**src/rtl/dram_refresh_pkg.sv**
```systemverilog
package dram_refresh_pkg;

  typedef enum logic [2:0] {
    ST_PAUSE,
    ST_IDLE,
    ST_SETUP,
    ST_ACT,
    ST_PRE
  } rfsh_state_e;

  function automatic int unsigned period_ms(input int unsigned row_bits);
    return (row_bits >= 12) ? 64 : 32;
  endfunction

  function automatic int unsigned max2(input int unsigned a, input int unsigned b);
    return (a > b) ? a : b;
  endfunction

endpackage

```
**src/rtl/refresh_tick_gen.sv**
```systemverilog
module refresh_tick_gen #(
  parameter int unsigned INTERVAL = 1562
) (
  input  logic clk_i,
  input  logic rst_ni,
  input  logic en_i,
  output logic tick_o
);
  localparam int unsigned IW = $clog2(INTERVAL + 1);

  logic [IW-1:0] cnt_q;

  assign tick_o = en_i && (cnt_q == IW'(INTERVAL - 1));

  always_ff @(posedge clk_i or negedge rst_ni) begin
    if (!rst_ni)      cnt_q <= '0;
    else if (!en_i)   cnt_q <= '0;
    else if (tick_o)  cnt_q <= '0;
    else              cnt_q <= cnt_q + IW'(1);
  end
endmodule

```
**src/rtl/refresh_debt.sv**
```systemverilog
module refresh_debt #(
  parameter int unsigned MAX_POSTPONE = 8,
  localparam int unsigned DW = $clog2(MAX_POSTPONE + 1)
) (
  input  logic          clk_i,
  input  logic          rst_ni,
  input  logic          inc_i,
  input  logic          dec_i,
  output logic [DW-1:0] debt_o
);
  logic [DW-1:0] debt_q;

  assign debt_o = debt_q;

  always_ff @(posedge clk_i or negedge rst_ni) begin
    if (!rst_ni) begin
      debt_q <= '0;
    end else if (inc_i && !dec_i) begin
      if (debt_q != DW'(MAX_POSTPONE)) debt_q <= debt_q + DW'(1);
    end else if (dec_i && !inc_i) begin
      debt_q <= debt_q - DW'(1);
    end
  end
endmodule

```
**src/rtl/refresh_strobe_fsm.sv**
```systemverilog
module refresh_strobe_fsm
  import dram_refresh_pkg::*;
#(
  parameter int unsigned PAUSE_CYC   = 20000,
  parameter int unsigned INIT_CYCLES = 8,
  parameter int unsigned ROW_BITS    = 12,
  parameter int unsigned DEBT_W      = 4,
  parameter int unsigned T_SU        = 2,
  parameter int unsigned T_RAS       = 5,
  parameter int unsigned T_RP        = 4
) (
  input  logic                clk_i,
  input  logic                rst_ni,
  input  logic                mode_ror_i,
  input  logic                gnt_i,
  input  logic [DEBT_W-1:0]   debt_i,
  output logic                init_done_o,
  output logic                cycle_done_o,
  output logic                req_o,
  output logic                ras_n_o,
  output logic                cas_n_o,
  output logic                addr_oe_o,
  output logic [ROW_BITS-1:0] addr_o
);
  localparam int unsigned CMAX = max2(max2(PAUSE_CYC, T_SU), max2(T_RAS, T_RP));
  localparam int unsigned CW   = $clog2(CMAX + 1);
  localparam int unsigned NW   = $clog2(INIT_CYCLES + 1);

  rfsh_state_e         state_q;
  logic [CW-1:0]       cnt_q;
  logic [NW-1:0]       init_q;
  logic [ROW_BITS-1:0] row_q;
  logic                ror_q, burst_q, hold_q;
  logic                need, more, phase_end, last, busy;

  assign need        = (init_q != '0) || (debt_i != '0);
  assign more        = (init_q > NW'(1)) || ((init_q == '0) && (debt_i > DEBT_W'(1)));
  assign phase_end   = (cnt_q == '0);
  assign last        = (state_q == ST_PRE) && phase_end;
  assign busy        = (state_q == ST_SETUP) || (state_q == ST_ACT) || (state_q == ST_PRE);
  assign init_done_o = (init_q == '0);
  assign cycle_done_o = last && (init_q == '0);

  always_ff @(posedge clk_i or negedge rst_ni) begin
    if (!rst_ni) begin
      state_q <= ST_PAUSE;
      cnt_q   <= CW'(PAUSE_CYC - 1);
      init_q  <= NW'(INIT_CYCLES);
      row_q   <= '0;
      ror_q   <= 1'b0;
      burst_q <= 1'b0;
      hold_q  <= 1'b0;
    end else begin
      unique case (state_q)
        ST_PAUSE: begin
          if (phase_end) state_q <= ST_IDLE;
          else           cnt_q   <= cnt_q - CW'(1);
        end
        ST_IDLE: begin
          if (need && gnt_i) begin
            hold_q <= 1'b0;
            if (hold_q && !mode_ror_i) begin
              // CAS already low from previous cycle: go straight to RAS low
              state_q <= ST_ACT;
              cnt_q   <= CW'(T_RAS - 1);
              ror_q   <= 1'b0;
            end else begin
              state_q <= ST_SETUP;
              cnt_q   <= CW'(T_SU - 1);
              ror_q   <= mode_ror_i;
            end
          end
        end
        ST_SETUP: begin
          if (phase_end) begin
            state_q <= ST_ACT;
            cnt_q   <= CW'(T_RAS - 1);
          end else begin
            cnt_q <= cnt_q - CW'(1);
          end
        end
        ST_ACT: begin
          if (phase_end) begin
            state_q <= ST_PRE;
            cnt_q   <= CW'(T_RP - 1);
            burst_q <= !ror_q && more;
          end else begin
            cnt_q <= cnt_q - CW'(1);
          end
        end
        ST_PRE: begin
          if (phase_end) begin
            state_q <= ST_IDLE;
            hold_q  <= burst_q;
            burst_q <= 1'b0;
            if (init_q != '0) init_q <= init_q - NW'(1);
            if (ror_q)        row_q  <= row_q + ROW_BITS'(1);
          end else begin
            cnt_q <= cnt_q - CW'(1);
          end
        end
        default: state_q <= ST_IDLE;
      endcase
    end
  end

  always_comb begin
    req_o     = busy || ((state_q == ST_IDLE) && (need || hold_q));
    ras_n_o   = (state_q != ST_ACT);
    addr_oe_o = ror_q && busy;
    addr_o    = row_q;
    unique case (state_q)
      ST_IDLE:           cas_n_o = !hold_q;
      ST_SETUP, ST_ACT:  cas_n_o = ror_q;
      ST_PRE:            cas_n_o = ror_q || !burst_q;
      default:           cas_n_o = 1'b1;
    endcase
  end
endmodule

```
**src/rtl/dram_refresh_seq.sv**
```systemverilog
module dram_refresh_seq
  import dram_refresh_pkg::*;
#(
  parameter int unsigned CLK_KHZ      = 100000,
  parameter int unsigned PAUSE_US     = 200,
  parameter int unsigned ROW_BITS     = 12,
  parameter int unsigned INIT_CYCLES  = 8,
  parameter int unsigned MAX_POSTPONE = 8,
  parameter int unsigned T_SU         = 2,
  parameter int unsigned T_RAS        = 5,
  parameter int unsigned T_RP         = 4
) (
  input  logic                clk_i,
  input  logic                rst_ni,
  input  logic                mode_ror_i,
  input  logic                refresh_gnt_i,
  output logic                refresh_req_o,
  output logic                init_done_o,
  output logic                ras_n_o,
  output logic                cas_n_o,
  output logic                we_n_o,
  output logic                addr_oe_o,
  output logic [ROW_BITS-1:0] addr_o
);
  localparam int unsigned ROWS      = 2 ** ROW_BITS;
  localparam int unsigned PERIOD_MS = period_ms(ROW_BITS);
  localparam int unsigned INTERVAL  = CLK_KHZ * PERIOD_MS / ROWS;
  localparam int unsigned PAUSE_CYC = CLK_KHZ * PAUSE_US / 1000;
  localparam int unsigned DEBT_W    = $clog2(MAX_POSTPONE + 1);

  logic              tick, cyc_done;
  logic [DEBT_W-1:0] debt;

  refresh_tick_gen #(.INTERVAL(INTERVAL)) u_tick (
    .clk_i  (clk_i),
    .rst_ni (rst_ni),
    .en_i   (init_done_o),
    .tick_o (tick)
  );

  refresh_debt #(.MAX_POSTPONE(MAX_POSTPONE)) u_debt (
    .clk_i  (clk_i),
    .rst_ni (rst_ni),
    .inc_i  (tick),
    .dec_i  (cyc_done),
    .debt_o (debt)
  );

  refresh_strobe_fsm #(
    .PAUSE_CYC   (PAUSE_CYC),
    .INIT_CYCLES (INIT_CYCLES),
    .ROW_BITS    (ROW_BITS),
    .DEBT_W      (DEBT_W),
    .T_SU        (T_SU),
    .T_RAS       (T_RAS),
    .T_RP        (T_RP)
  ) u_fsm (
    .clk_i        (clk_i),
    .rst_ni       (rst_ni),
    .mode_ror_i   (mode_ror_i),
    .gnt_i        (refresh_gnt_i),
    .debt_i       (debt),
    .init_done_o  (init_done_o),
    .cycle_done_o (cyc_done),
    .req_o        (refresh_req_o),
    .ras_n_o      (ras_n_o),
    .cas_n_o      (cas_n_o),
    .addr_oe_o    (addr_oe_o),
    .addr_o       (addr_o)
  );

  assign we_n_o = 1'b1;
endmodule

```
**config.mk**
```make
export PLATFORM = sky130hd
export DESIGN_NAME = dram_refresh_seq
export DESIGN_NICKNAME = d
export VERILOG_FILES = /design/src/rtl/dram_refresh_pkg.sv /design/src/rtl/refresh_tick_gen.sv /design/src/rtl/refresh_debt.sv /design/src/rtl/refresh_strobe_fsm.sv /design/src/rtl/dram_refresh_seq.sv
export SDC_FILE = /design/constraint.sdc
export NUM_CORES = 1
export LEC_CHECK = 0
export ABC_AREA = 1
export BUFFER_PORTS_ARGS = -buffer_cell sky130_fd_sc_hd__clkbuf_2
export CORE_UTILIZATION = 36
export DETAILED_ROUTE_END_ITERATION = 7
export HOLD_SLACK_MARGIN = 0.02
export PLACE_DENSITY = 0.58
export SYNTH_ARGS = -nofsm -noshare
export SYNTH_HDL_FRONTEND = slang
export SYNTH_SLANG_ARGS = --single-unit
```
**constraint.sdc**
```tcl
create_clock -name clk_i -period 1.9 [get_ports clk_i]
set_clock_uncertainty 0.2 [all_clocks]
set_input_delay 0.285 -clock clk_i [delete_from_list [all_inputs] [get_ports clk_i]]
set_output_delay 0.285 -clock clk_i [all_outputs]
set_load 0.02 [all_outputs]
```
==> impl_metrics.yaml <==
status:
  status: "complete, but fails checks"
  violations: "setup timing"
routing:
  ant_nets: 0
  drc_errors: 0
  dr_wl_met2_microns: 4040
  first_pass_iters: 4
  top_layer: "met4"
  num_vias: 3324
  wl_met1_microns: 4110
  drt_iter0_markers: 133
  via_per_inst: 4.78
  wl_met3_microns: 308
  routedWlPerCell_microns: 12.5
  wl_microns: 8680
synthesis:
  synthTopCellsByArea: "dfrtp_1, nand2_1, dfstp_2, nand3_1, inv_1"
  synth-seq-cells: 52
  netlist_instances: 487
  syn-num-nets: 500
  yosysWarningCount: 0
  yosysMostFrequentCell: "nand2_1"
  yosysSeqAreaShare_pct: 37.6
  syn-cell-area_sq_mm: 0.00349
  yosys.area.top_type_share_pct: 30.1
  ys_types: 41
  synth_largest_area_cell: "dfrtp_1"
  ys_top_cells_by_count: "nand2_1, inv_1, nand3_1, nor2_1, dfrtp_1"
  synth_flop_cell: "dfrtp_1"
  synth.avg_cell_area_sq_um: 7.17
  synth_edf_count: 0
  async_reset_ff_share_pct: 100
min_path:
  holdPathEnd: "u_fsm.ror_q"
  min_path_cells: 3
  hp-start: "mode_ror_i"
  hp-class: "in -> reg"
clock_network:
  cts_root_buffer: "clkbuf_8"
  insertion_delay_ns: 0.31
  htreeDepth: 2
  cts_tree: "yes"
  cts_made_buffers: 5
  clkSlewWorstSetupHoldPaths_ns: 0.10
  numClockSinks: 52
  cts.path.max_buffers: 2
critical_path:
  cp-start-kind: "flip-flop"
  critical_path_arrival_ns: 1.55
  worstSetupPathType: "reg -> out"
  reg2reg_from: "u_fsm.init_q[0]"
  r2r-end: "u_fsm.cnt_q[6]"
  crit_path_end_kind: "primary output"
  worst-path-max-fanout: 5
  crit_start: "u_fsm.state_q[1]"
  reg2reg_depth: 13
  crit_required_ns: 1.41
  rrSetupSlack_ns: -0.06
floorplanning:
  start_util_pct: 37.4
  core_area_sq_mm: 0.00933
  die-area_sq_mm: 0.0101
  num_io_pins: 22
  num_rows: 35
  die_y_microns: 100
  die_w_microns: 100
global_routing:
  grt_overflow: 0
  grt_usage_pct: 18.4
  grt_max_degree: 53
  grt_pass1_wl_microns: 14600
  antenna_found_initial: 0
  grt_pass1_vias: 3207
timing:
  setup_viol: 13
  fin_crit_ns: 2.04
  rsz0062_at_grt: "true"
  fmax_mhz: 491
  finalMaxSlewViolations: 0
  final_hold_viol_count: 0
  finalCritPeriodShare_pct: 107
  fin_ws_ns: -0.139
  fin_tns_setup_ns: -0.608
power_and_ir_drop:
  intPower_uw: 1380
  switchingPower_uw: 427
  p_clk_share_pct: 36.8
  share_comb_of_total_power_pct: 1.9
  power.leakage_uw: 0.00225
  p_seq_share_pct: 61.2
  swShare_pct: 23.6
  power.density_mw_per_mm2: 404
  ir_drop_mv: 0.286
placed_design:
  gp_congestion: 0.850
  post-place-cells: 666
  dp_hpwl_microns: 6160
  post-place-ws_ns: -0.0361
  io_buffers: 20
layout:
  fillers: 931
  final-instance-count-excl-fill: 695
  final_core_util_pct: 48.0
  drive_above_1_share_pct: 27.9
  nNetsFinal: 578
  diodes: 0
  area_growth_pct: 28.4
job:
  cap_violations: 0
[state kept, by name, summed over array words and instances, names as in the netlist]
| name | flops |
|---|---|
| u_tick.cnt_q | 11 |
| u_debt.debt_o | 4 |
| u_fsm.state_q | 3 |
| u_fsm.hold_q | 1 |
| u_fsm.addr_o | 12 |
| u_fsm.cnt_q | 15 |
| u_fsm.ror_q | 1 |
| u_fsm.burst_q | 1 |
| u_fsm.init_q | 4 |
[critical path: stages (launching register included)]
cell     delay (ns)
dfrtp_1        0.41
buf_4          0.16
nor3_4         0.30
a21oi_1        0.12
o21ai_1        0.10
buf_4          0.16
[kinds of logic after synthesis]
| kind of cell | share of synthesized area [%] |
|---|---|
| flip-flops | 37.6 |
| other | 0.107 |
| adder cells (fa/ha/maj) | 3.23 |
| buffers and inverters | 8.89 |
| AND/OR/NAND/NOR | 37.6 |
| XOR/XNOR | 6.27 |
| AO/OA/AOI/OAI | 6.20 |
[cell type report]
| type | instances | area [sq um] | area share, % |
|---|---|---|---|
| repair buffers | 76 | 588 | 13.1 |
| well taps | 129 | 161 | 3.60 |
| inverters | 72 | 273 | 6.09 |
| clock buffers | 5 | 68.8 | 1.54 |
| flip-flops and latches | 52 | 1310 | 29.3 |
| clock inverters | 3 | 22.5 | 0.503 |
| multi-input cells | 358 | 2050 | 45.8 |
[per-stage QoR]
stage	hold slack (ns)	cell area (sq um)	total power, uW
after CTS	0.0749	4330	1840
after global placement	0.108	4030	1160
after global routing	0.0969	4480	1890
final	0.0806	4480	1810
after floorplan	-0.211	3510	1130
after detailed placement	0.112	4030	1160
[layer usage]
| layer | up-vias | global-route usage [%] |
|---|---|---|
| li1 | 1712 | - |
| met1 | 1536 | 23.7 |
| met2 | 62 | 30.5 |
| met3 | 14 | 3.12 |
| met4 | 0 | 7.58 |
| met5 | - | 0 |
[power groups by stage]
stage / Clock [uW] / Sequential [uW] / Combinational (uW)
after floorplan: 0 / 1130 / 3.94
after global placement: 0 / 1130 / 35.8
after detailed placement: 0 / 1130 / 36.3
after CTS: 698 / 1110 / 37.6
after global routing: 745 / 1110 / 41.8
final: 666 / 1110 / 34.9
[timing repair]
item,in CTS,in global routing
cloned,1,0
buffers inserted,14,5
resized for setup,27,31
endpoints found under the setup margin,13,45
hold endpoints to repair,42,0
pin swaps,12,13
hold buffers,1,0
[placed cells by master, fill, tap and decap left out, types with 3 or more instances in the layout]
cell      synthesis  routed
o211ai_1          3       3
nand2_1         131     124
nor3_1           13      12
clkbuf_8          0       5
dfrtp_1          42      42
dfstp_2          10      10
nand3_2           1       4
nor2_2            4       9
xnor2_1           4       4
xor2_1           21      21
buf_4             2      52
nand4_1          17      17
inv_1            68      57
a21oi_1           5       5
inv_2             3      13
nand2_2           4       9
ha_4              0       3
ha_1              9       6
nand3_1          51      48
nor3_4            1       3
o21ai_0          15      12
nand2_4           1       3
o21ai_1           4       5
clkbuf_2          0      15
nor2_1           51      41
nor2_4            3       8
buf_12            0       3
[how the worst max path moves through the flow]
stage	endpoint	slack, ns	cells after the start
3_3_place_gp	u_fsm.cnt_q[0]	-0.02	10
5_1_grt	cas_n_o	-0.23	8
6_report	cas_n_o	-0.14	5
3_5_place_dp	u_fsm.cnt_q[0]	-0.04	10
4_1_cts	refresh_req_o	-0.16	8
2_1_floorplan	u_fsm.state_q[1]	-0.05	11
Power figures use the tool's default switching activity.
